<file path="src/rtl/gpio_irq_pkg.sv">
`timescale 1ns/1ps
package gpio_irq_pkg;
    typedef enum logic [2:0] {
        OP_IRQ_ON    = 3'd0,
        OP_IRQ_OFF   = 3'd1,
        OP_MODE_ON   = 3'd2,
        OP_MODE_OFF  = 3'd3,
        OP_SEL_EDGE  = 3'd4,
        OP_SEL_LEVEL = 3'd5,
        OP_POL_LOW   = 3'd6,
        OP_POL_HIGH  = 3'd7
    } cmd_op_e;
endpackage

</file>
<file path="src/rtl/gpio_irq_sync.sv">
`timescale 1ns/1ps
// Synchronizer chain plus a one-cycle delayed copy for edge detection.
module gpio_irq_sync #(
    parameter int NUM_PINS = 32,
    parameter int STAGES   = 2
) (
    input  logic                clk_i,
    input  logic                rst_ni,
    input  logic [NUM_PINS-1:0] pin_i,
    output logic [NUM_PINS-1:0] pin_cur_o,
    output logic [NUM_PINS-1:0] pin_prev_o
);
    localparam int LAST = STAGES - 1;

    typedef struct packed {
        logic [STAGES-1:0][NUM_PINS-1:0] chain;
        logic [NUM_PINS-1:0]             prev;
    } sync_t;

    sync_t st_d, st_q;

    always_comb begin
        st_d          = st_q;
        st_d.chain[0] = pin_i;
        for (int s = 1; s < STAGES; s++) begin
            st_d.chain[s] = st_q.chain[s-1];
        end
        st_d.prev = st_q.chain[LAST];
    end

    always_ff @(posedge clk_i or negedge rst_ni) begin
        if (!rst_ni) st_q <= '0;
        else         st_q <= st_d;
    end

    assign pin_cur_o  = st_q.chain[LAST];
    assign pin_prev_o = st_q.prev;
endmodule

</file>
<file path="src/rtl/gpio_irq_cfg.sv">
`timescale 1ns/1ps
// Per-pin configuration held in set/clear style registers.
module gpio_irq_cfg
    import gpio_irq_pkg::*;
#(
    parameter int NUM_PINS = 32
) (
    input  logic                clk_i,
    input  logic                rst_ni,
    input  logic                cmd_valid_i,
    input  cmd_op_e             cmd_op_i,
    input  logic [NUM_PINS-1:0] cmd_mask_i,
    output logic [NUM_PINS-1:0] irq_mask_o,
    output logic [NUM_PINS-1:0] mode_en_o,
    output logic [NUM_PINS-1:0] level_sel_o,
    output logic [NUM_PINS-1:0] pol_high_o
);
    typedef struct packed {
        logic [NUM_PINS-1:0] irq_mask;
        logic [NUM_PINS-1:0] mode_en;
        logic [NUM_PINS-1:0] level_sel;
        logic [NUM_PINS-1:0] pol_high;
    } cfg_t;

    cfg_t cfg_d, cfg_q;

    always_comb begin
        cfg_d = cfg_q;
        if (cmd_valid_i) begin
            unique case (cmd_op_i)
                OP_IRQ_ON:    cfg_d.irq_mask  = cfg_q.irq_mask  |  cmd_mask_i;
                OP_IRQ_OFF:   cfg_d.irq_mask  = cfg_q.irq_mask  & ~cmd_mask_i;
                OP_MODE_ON:   cfg_d.mode_en   = cfg_q.mode_en   |  cmd_mask_i;
                OP_MODE_OFF:  cfg_d.mode_en   = cfg_q.mode_en   & ~cmd_mask_i;
                OP_SEL_EDGE:  cfg_d.level_sel = cfg_q.level_sel & ~cmd_mask_i;
                OP_SEL_LEVEL: cfg_d.level_sel = cfg_q.level_sel |  cmd_mask_i;
                OP_POL_LOW:   cfg_d.pol_high  = cfg_q.pol_high  & ~cmd_mask_i;
                OP_POL_HIGH:  cfg_d.pol_high  = cfg_q.pol_high  |  cmd_mask_i;
                default:      cfg_d = cfg_q;
            endcase
        end
    end

    always_ff @(posedge clk_i or negedge rst_ni) begin
        if (!rst_ni) cfg_q <= '0;
        else         cfg_q <= cfg_d;
    end

    assign irq_mask_o  = cfg_q.irq_mask;
    assign mode_en_o   = cfg_q.mode_en;
    assign level_sel_o = cfg_q.level_sel;
    assign pol_high_o  = cfg_q.pol_high;
endmodule

</file>
<file path="src/rtl/gpio_irq_event.sv">
`timescale 1ns/1ps
// Per-pin condition detector (purely combinational).
module gpio_irq_event #(
    parameter int NUM_PINS = 32
) (
    input  logic [NUM_PINS-1:0] pin_cur_i,
    input  logic [NUM_PINS-1:0] pin_prev_i,
    input  logic [NUM_PINS-1:0] mode_en_i,
    input  logic [NUM_PINS-1:0] level_sel_i,
    input  logic [NUM_PINS-1:0] pol_high_i,
    output logic [NUM_PINS-1:0] event_o
);
    for (genvar p = 0; p < NUM_PINS; p++) begin : g_pin
        logic rise, fall, lvl_hit, edge_hit;
        always_comb begin
            rise     = pin_cur_i[p] & ~pin_prev_i[p];
            fall     = ~pin_cur_i[p] & pin_prev_i[p];
            lvl_hit  = (pin_cur_i[p] == pol_high_i[p]);
            edge_hit = pol_high_i[p] ? rise : fall;
            if (!mode_en_i[p])       event_o[p] = rise | fall;
            else if (level_sel_i[p]) event_o[p] = lvl_hit;
            else                     event_o[p] = edge_hit;
        end
    end
endmodule

</file>
<file path="src/rtl/gpio_irq_detect.sv">
`timescale 1ns/1ps
module gpio_irq_detect
    import gpio_irq_pkg::*;
#(
    parameter int NUM_PINS    = 32,
    parameter int SYNC_STAGES = 2
) (
    input  logic                clk_i,
    input  logic                rst_ni,
    input  logic [NUM_PINS-1:0] pin_i,
    input  logic                cmd_valid_i,
    input  logic [2:0]          cmd_op_i,
    input  logic [NUM_PINS-1:0] cmd_mask_i,
    input  logic                stat_rd_i,
    output logic [NUM_PINS-1:0] status_o,
    output logic [NUM_PINS-1:0] irq_mask_o,
    output logic [NUM_PINS-1:0] mode_en_o,
    output logic [NUM_PINS-1:0] level_sel_o,
    output logic [NUM_PINS-1:0] pol_high_o,
    output logic                irq_o
);
    logic [NUM_PINS-1:0] pin_cur, pin_prev, pin_event;

    typedef struct packed {
        logic [NUM_PINS-1:0] status;
    } stat_t;

    stat_t st_d, st_q;

    gpio_irq_sync #(.NUM_PINS(NUM_PINS), .STAGES(SYNC_STAGES)) u_sync (
        .clk_i      (clk_i),
        .rst_ni     (rst_ni),
        .pin_i      (pin_i),
        .pin_cur_o  (pin_cur),
        .pin_prev_o (pin_prev)
    );

    gpio_irq_cfg #(.NUM_PINS(NUM_PINS)) u_cfg (
        .clk_i       (clk_i),
        .rst_ni      (rst_ni),
        .cmd_valid_i (cmd_valid_i),
        .cmd_op_i    (cmd_op_e'(cmd_op_i)),
        .cmd_mask_i  (cmd_mask_i),
        .irq_mask_o  (irq_mask_o),
        .mode_en_o   (mode_en_o),
        .level_sel_o (level_sel_o),
        .pol_high_o  (pol_high_o)
    );

    gpio_irq_event #(.NUM_PINS(NUM_PINS)) u_event (
        .pin_cur_i   (pin_cur),
        .pin_prev_i  (pin_prev),
        .mode_en_i   (mode_en_o),
        .level_sel_i (level_sel_o),
        .pol_high_i  (pol_high_o),
        .event_o     (pin_event)
    );

    // A read acknowledges the old status; a condition present now survives it.
    always_comb begin
        st_d        = st_q;
        st_d.status = (stat_rd_i ? '0 : st_q.status) | pin_event;
    end

    always_ff @(posedge clk_i or negedge rst_ni) begin
        if (!rst_ni) st_q <= '0;
        else         st_q <= st_d;
    end

    assign status_o = st_q.status;
    assign irq_o    = |(st_q.status & irq_mask_o);
endmodule

</file>
<file path="config.mk">
export PLATFORM = sky130hd
export DESIGN_NAME = gpio_irq_detect
export DESIGN_NICKNAME = d
export VERILOG_FILES = /design/src/rtl/gpio_irq_pkg.sv /design/src/rtl/gpio_irq_sync.sv /design/src/rtl/gpio_irq_cfg.sv /design/src/rtl/gpio_irq_event.sv /design/src/rtl/gpio_irq_detect.sv
export SDC_FILE = /design/constraint.sdc
export NUM_CORES = 1
export LEC_CHECK = 0
export BUFFER_PORTS_ARGS = -buffer_cell sky130_fd_sc_hd__buf_2
export CORE_ASPECT_RATIO = 0.5
export CORE_MARGIN = 1
export CORE_UTILIZATION = 55
export DETAILED_ROUTE_END_ITERATION = 8
export GPL_ROUTABILITY_DRIVEN = 0
export PLACE_DENSITY = 0.8
export SYNTH_ARGS = -nofsm -noshare
export SYNTH_HDL_FRONTEND = slang
export SYNTH_SLANG_ARGS = --single-unit
</file>
<file path="constraint.sdc">
create_clock -name clk_i -period 1.8 [get_ports clk_i]
set_input_delay 0.18 -clock clk_i [delete_from_list [all_inputs] [get_ports clk_i]]
set_output_delay 0.18 -clock clk_i [all_outputs]
set_load 0.01 [all_outputs]
</file>
Word level (Yosys, flattened, before mapping)
Index checks and enable logic that the tools add are counted. W data, S select, Z words.

Equality and inequality tests: 39. Muxes and demuxes: 101. Bitwise operators: 171. Reductions and logical operators: 10.

Operators with widths (number): $pmux W32 S2 (4); $and A32 B32 Y32 (5); $or A32 B32 Y32 (5); $mux W1 (96); $and A1 B1 Y1 (64); $not A1 Y1 (64); $eq A1 B1 Y1 (32); $mux W32 (1); $not A32 Y32 (1); $or A1 B1 Y1 (32); $reduce_or A32 Y1 (1); $eq A3 B3 Y1 const B (4); $reduce_and A2 Y1 (4); $reduce_bool A2 Y1 (4); $eq A3 B2 Y1 const B (2); $eq A3 B1 Y1 const B (1); $logic_not A3 Y1 (1).

Register bits after elaboration: 256.

Logic depth before layout (Yosys ltp)
Gate-level depths: netlist of the first run.

Word-level depth: 6. Depth in mapped cells: 6.

Hierarchy
A second synthesis of the first run with hierarchy kept.

Cells, all modules: 1073. Area, all modules: 12829.8 µm².

Modules (own cells, without submodules): gpio_irq_cfg (times used 1, cells an instance 504, area each 6364.9 µm², sequential area each 3203.1 µm²); gpio_irq_sync (times used 1, cells an instance 128, area each 2642.5 µm², sequential area each 2402.3 µm²); gpio_irq_event (times used 1, cells an instance 352, area each 2602.5 µm², sequential area each 0.0 µm²); gpio_irq_detect (times used 1, cells an instance 89, area each 1219.9 µm², sequential area each 800.8 µm²).

Worst setup path before layout of the first run
No wires, ideal clock.

Kind: register to output. From: register with a tool-made name. To: output port irq_o. Arrival: 1.256 ns. Data required time: 1.620 ns. Path slack: 0.364 ns. Stages on the path, launching flop included: 4. Path buffers: 0. Cell sequence: dfrtp_1 a22oi_1 nand4_1 or4_1.

RTL lines: end, declared (RTL line gpio_irq_detect.sv:20) `output logic irq_o`.

==> results of run 1 <==
## repair_timing
item | CTS | global route
buffers inserted | 3 | 2
pin swaps | 5 | 3
hold buffers | 65 | 0
cloned | 0 | 0
setup endpoints to repair | 1 | 1
hold endpoints to repair | 315 | 0
gates resized for setup | 7 | 5
## kinds of logic after synthesis
logic type                 count (synthesis)  synth area share
and+or+nand+nor                          296            0.1184
DFF                                      256            0.5863
AOI/OAI and AO/OA                        176            0.1057
buffers and inverters                    126           0.04580
muxes                                     69           0.07054
adders and majority gates                 64           0.07329
## cells in the final DEF (no fill, tap or decap), types with 4 or more instances in the layout
cell type      netlist  routed
inv_1               96      96
ha_1                64      64
mux2i_1              5       5
clkbuf_8             0       8
o221ai_1            32      32
a22oi_2              0      12
a22oi_1             16       4
nand4_1              4       4
buf_4                3      26
nor2b_1             59      59
buf_12               0       4
clkbuf_16            0      23
o311ai_0            27      27
buf_2               13     230
dlygate4sd3_1        0      65
a211oi_1             5       5
o21ai_1             10      10
mux2_1              35      35
o21ai_0             86      86
dfrtp_1            256     256
nor2_1              33      32
mux2_2              29      29
nand2_1            194     194
## Yosys cell counts
cell type	instances
dfrtp_1	256
nand2_1	194
inv_1	96
o21ai_0	86
ha_1	64
nor2b_1	59
mux2_1	35
nor2_1	33
o221ai_1	32
mux2_2	29
o311ai_0	27
a22oi_1	16
clkbuf_1	14
buf_2	13
o21ai_1	10
a211oi_1	5
mux2i_1	5
nand4_1	4
buf_4	3
and3_1	2
and3b_1	1
nor2_2	1
nor3b_2	1
or4_1	1
## critical path: stages, from the launching register on
cell     delay [ns]
dfrtp_1        0.40
a22oi_1        0.28
nand4_1        0.19
or4_1          0.43
buf_2          0.16
## final timing paths
kind / start / endpoint / slack, ns / cells after the start
worst max-delay path: flop / irq_o / -0.34 / 4
worst min register to register: u_sync.st_d[69]$_DFF_PN0_ / u_sync.pin_cur_o[5]$_DFF_PN0_ / 0.35 / 0
max in group asynchronous: rst_ni / asynchronous set/reset pin / 0.96 / 3
worst min-delay path: rst_ni / asynchronous set/reset pin / 0.18 / 2
min in group clk_i: cmd_op_i[0] / flop / 0.19 / 3
worst max register to register: u_sync.pin_cur_o[24]$_DFF_PN0_ / status_o[24]$_DFF_PN0_ / 0.25 / 5
## per-layer routing
metal	global-route usage	vias to the layer above	wire (µm)	share of wire
met5	0	-	0	0
met2	0.4870	257	14260	0.48
met3	0.04826	71	1504	0.051
li1	-	3975	-	-
met4	0.1043	0	1001	0.034
met1	0.3891	4254	12780	0.43
## area by class of cell
| cell class | count | area, µm² |
|---|---|---|
| clock inverters | 6 | 105.1 |
| clock buffers | 32 | 689.4 |
| well taps | 266 | 332.8 |
| multi-input cells | 605 | 4101 |
| inverters | 96 | 360.3 |
| flip-flops and latches | 256 | 6406 |
| fillers | 1388 | 5371 |
| repair buffers | 326 | 2092 |
## through the flow
stage	setup WS, ns	TNS (ns)
after floorplan	0.3637	0
after global placement	0.04457	0
after detailed placement	0.01811	0
after CTS	-0.3670	-0.3670
after global routing	-0.4022	-0.4022
final	-0.3419	-0.3419
## power by group through the flow
stage	logic (mW)	clock network, mW	registers (mW)
finish	2.79	5.17	7.14
CTS	2.77	5.22	7.11
global route	3.05	5.46	7.25
floorplan	0.923	0	7.37
global placement	2.54	0	7.12
detailed placement	2.59	0	7.19
==> key figures, run 1 <==
Setup path
  • CP max FO: 3
  • Worst Setup Path Type: reg2out
  • Startpoint types: flop
  • CP Capture Type: output port
  • Arr. time, crit path: 1.96 ns
  • Required time of the worst setup path: 1.62 ns

Finish
  • Layout Cell Area excl Fill: 14,090 µm²
  • Area Overhead vs Synth: 28.93%
  • Fin util: 0.7240
  • Layout cells sized above 1: 0.2604
  • Antenna diode count: 0
  • Final std cells w/o fill: 1,587
  • Fin nets: 1,442

STA
  • PnR worst setup slack: -0.3419 ns
  • Worst slew margin: 0.3816
  • Setup-failing EPs final: 1
  • Fin. max-slew vios: 0
  • Final period utilization: 1.190
  • Hold WS: 0.1793 ns
  • RSZ-0062 raised after global routing: yes
  • Final hold vios: 0
  • Worst slew pin tran: 0.9255 ns
  • Clock skew: 0.01167 ns
  • Minimum clock period: 2.142 ns
  • Max Freq: 466.9 MHz

Yosys
  • Syn Std Cell Area: 10,930 µm²
  • Seq/Total Area, Yosys: 0.5863
  • Ys Warns: 0
  • Main area contributors after synthesis: dfrtp_1, ha_1, nand2_1, o21ai_0, mux2_1
  • Synth Net Count: 1,122
  • Cells after Synth: 987
  • #FFs+latches synth: 256
  • Syn_area_per_cell: 11.07 µm²
  • Top cell type's share of synthesized area: 0.5863
  • Yosys cell types: 24
  • Top cell type by total area after synthesis: dfrtp_1

CTS
  • Total CTS buffers: 22
  • CTS Sinks: 256
  • TritonCTS clock tree: yes
  • Clock latency on the worst-skew pair: 0.51 ns
  • Root buffer cell: clkbuf_16
  • Clock H-tree levels: 1
  • CTS clock-pin slew for the worst setup and hold paths: 0.07 ns
  • Clock Path Buffers: 3

Global routing
  • First-pass GRT wire length: 46.00 mm
  • Vias in the first global route: 8,589
  • GRT Util Overall: 0.2903
  • Pin count of the biggest net entering global routing: 65
  • Congestion Overflow GR: 0
  • Initial antenna violation count: 0

Power
  • Sequential share of power: 0.473
  • Internal: 10.78 mW
  • Final Total Pwr: 15.10 mW
  • NetSw: 4.325 mW
  • Sw frac: 0.2863
  • Clock Power Share: 0.343
  • Comb pwr share: 0.185
  • Pwr/cell area: 1072 nW/µm²
  • Peak VDD IR: 0.5956 mV
  • LEAKAGE: 7.128 nW

Hold path
  • Hold crit path type: in2async

Drt
  • Routed via count: 8,557
  • Routed WL per cell: 18.62 µm
  • Post-route DRC: 0
  • Total wire length: 29.55 mm
  • First-pass DRT Iterations: 5
  • Detail Route Antenna Nets: 0
  • Routed vias/inst: 5.392
  • First DRT Iteration DRCs: 488

Outcome
  • Failing checks: negative setup slack
  • Status: complete, but fails checks

Floorplan
  • Ports: 232
  • Core footprint: 19,460 µm²
  • Initial Utilization: 0.5615
  • Die width: 201.3 µm
  • Core Rows: 36
  • DIE HEIGHT: 101.7 µm
  • Die area: 20,470 µm²

Placed design
  • Placed insts: 1,479
  • I/O Buffers: 231
  • Hpwl dp: 19.80 mm
  • Area after DPL: 12,540 µm²

Flow run
  • Max-Cap Viols: 0
Power figures use the tool's default switching activity.
==> run 2, diff against run 1 <==
- BUFFER_PORTS_ARGS: -buffer_cell sky130_fd_sc_hd__buf_2 -> -buffer_cell sky130_fd_sc_hd__clkbuf_2
- CORE_UTILIZATION: 55 -> 33
- PLACE_DENSITY: 0.8 -> unset
==> run 2 against run 1 <==
Effect of this change: the flow still finishes with violations (negative setup slack); die area increased by 66%; worst setup slack got worse by 0.034 ns; sequential share of layout area decreased by 0.68 points; non-clock buffer count rose by 3; combinational power grew 2%; sequential cell count is the same; global-route usage down 10 points; sequential power hardly changed; hold slack got worse by 0.023 ns; highest routed layer unchanged.
==> key figures, run 2 (same netlist as run 1, synthesis figures left out) <==
Outcome
  • Status: complete, but fails checks
  • Failing checks: negative setup slack

Placed design
  • Placed insts: 1,651 (+12%)
  • I/O Buffers: 231 (unchanged)
  • Hpwl dp: 23.00 mm (+16%)

Flow run
  • Max-Cap Viols: 0 (unchanged)

Floorplan
  • Die area: 33,890 µm² (+66%)
  • DIE HEIGHT: 130.7 µm (+29%)
  • Die width: 259.3 µm (+29%)
  • Initial Utilization: 0.3402 (-0.2213)
  • Core footprint: 32,120 µm² (+65%)
  • Ports: 232 (unchanged)
  • Core Rows: 46 (+28%)

Drt
  • Routed vias/inst: 4.767 (-12%)
  • Detail Route Antenna Nets: 0 (unchanged)
  • First DRT Iteration DRCs: 489 (+0.20%)
  • Total wire length: 32.07 mm (+8.5%)
  • Routed via count: 8,395 (-1.9%)
  • Post-route DRC: 0 (unchanged)
  • Routed WL per cell: 18.21 µm (-2.2%)
  • First-pass DRT Iterations: 4 (-1)

Power
  • Pwr/cell area: 1051 nW/µm² (-2.0%)
  • Peak VDD IR: 0.6936 mV (+16%)
  • LEAKAGE: 7.109 nW (-0.26%)
  • Final Total Pwr: 15.03 mW (-0.52%)

Setup path
  • Startpoint types: flop
  • Required time of the worst setup path: 1.62 ns (about the same)
  • Worst Setup Path Type: reg2out
  • CP Capture Type: output port
  • CP max FO: 2 (-1)
  • CP max stage cell: or4_1
  • Crit-path max cell delay: 0.53 ns (+0.10 ns)
  • CP Cell Sequence: a22oi_2, nand4_1, or4_1, clkbuf_2
  • Worst r2r src: u_sync.pin_cur_o[1]$_DFF_PN0_
  • Arr. time, crit path: 2.00 ns (+0.04 ns)

CTS
  • Root buffer cell: clkbuf_16
  • Clock H-tree levels: 1 (unchanged)
  • Clock Path Buffers: 3 (unchanged)
  • CTS clock-pin slew for the worst setup and hold paths: 0.06 ns (about the same)
  • Total CTS buffers: 25 (+14%)
  • TritonCTS clock tree: yes
  • Clock latency on the worst-skew pair: 0.52 ns (about the same)
  • CTS Sinks: 256 (unchanged)

Finish
  • Fin util: 0.4453 (-0.2787)
  • Area Overhead vs Synth: 30.87%
  • Final std cells w/o fill: 1,761 (+11%)
  • Layout cells sized above 1: 0.2530 (-0.007397)
  • Fin nets: 1,448 (+0.42%)
  • Commonest non-fill, non-tap cells in the layout: dfrtp_1, clkbuf_2, nand2_1, inv_1, o21ai_0
  • Most common cell after layout, fill and taps aside: dfrtp_1
  • Fill cells: 3,004 (+120%)

STA
  • Worst slew pin tran: 0.4911 ns (-0.4344 ns)
  • Worst slew margin: 0.6726 (+0.2911)
  • Setup-failing EPs final: 1 (unchanged)
  • Clock skew: 0.01055 ns (-0.001123 ns)
  • Final period utilization: 1.209 (+0.01908)
  • Hold WS: 0.1560 ns (-0.02326 ns)
  • PnR worst setup slack: -0.3762 ns (-0.03434 ns)
  • RSZ-0062 raised after global routing: yes
  • Max Freq: 459.5 MHz (-1.6%)
  • Minimum clock period: 2.176 ns (+0.03434 ns)
  • Fin. max-slew vios: 0 (unchanged)
  • Final hold vios: 0 (unchanged)

Global routing
  • Pin count of the biggest net entering global routing: 57 (-12%)
  • Congestion Overflow GR: 0 (unchanged)
  • Vias in the first global route: 8,475 (-1.3%)
  • GRT Util Overall: 0.1872 (-0.1031)
  • Initial antenna violation count: 0 (unchanged)
  • First-pass GRT wire length: 48.91 mm (+6.3%)

Hold path
  • Hold crit path type: in2async
## run 2: cell count changes in the layout (fill, tap and decap cells not counted), moves of 2 or more
cell / before / now
a22oi_1: 4 / 10
a22oi_2: 12 / 6
bufinv_16: 3 / 0
buf_2: 230 / 0
clkinv_2: 3 / 0
clkbuf_16: 23 / 25
clkbuf_2: 0 / 230
clkbuf_1: 1 / 8
buf_12: 4 / 7
## run 2: worst paths after layout
check	endpoint	slack, ns	depth (start not counted)
max in group asynchronous	u_sync.st_d[72]$_DFF_PN0_	1.01	3
worst max-delay path	irq_o	-0.38	4
worst min register to register	u_sync.pin_cur_o[31]$_DFF_PN0_	0.34	0
worst min-delay path	u_sync.pin_prev_o[15]$_DFF_PN0_	0.16	2
min in group clk_i	status_o[30]$_DFF_PN0_	0.21	3
worst max register to register	status_o[1]$_DFF_PN0_	0.26	5
## run 2: metal layers
metal | vias up | track usage | part of all wire
met2 | 173 | 0.3252 | 0.50
li1 | 3982 | - | -
met4 | 0 | 0.07405 | 0.036
met3 | 68 | 0.03125 | 0.048
met1 | 4172 | 0.2355 | 0.42
met5 | - | 0 | 0
## run 2: critical path, delay by kind of cell (launching register included)
kind                   cells  cell delay, ns
AND/OR/NAND/NOR            2            0.71
flip-flops                 1            0.38
AO/OA/AOI/OAI              1            0.24
buffers and inverters      1            0.15
## run 2: what timing repair did
| action | CTS | global route |
|---|---|---|
| endpoints found under the hold margin | 377 | 0 |
| resized for setup | 3 | 3 |
| setup buffers | 0 | 2 |
| pin swaps | 2 | 1 |
| hold buffers | 65 | 0 |
| setup endpoints to repair | 1 | 1 |
## run 2: stage by stage
step | area, µm² | worst slack, ns | TNS [ns]
final | 14300 | -0.3762 | -0.3762
after global routing | 14300 | -0.4371 | -0.4371
after CTS | 14270 | -0.4161 | -0.4161
after detailed placement | 12830 | 0.07756 | 0
after global placement | 12830 | 0.05362 | 0
after floorplan | 10930 | 0.3637 | 0
## run 2: power by group
part           internal [mW]  leakage (nW)  total (mW)  switching [mW]
Clock                   2.88         0.379        5.04            2.17
Sequential              6.47          3.15        7.13           0.662
Combinational           1.22          3.58        2.85            1.64
## run 2: final cells by class
cell class                 instances  area (µm²)  share of cell area
multi-input combinational        605        4064              0.2842
clock buffer                      41       765.7             0.05355
inverter                          96       360.3             0.02520
clock inverter                     1       8.758           0.0006125
timing repair buffer             329        2152              0.1505
sequential                       256        6406              0.4480
tap                              432       540.5             0.03780
antenna                            1       2.502           0.0001750
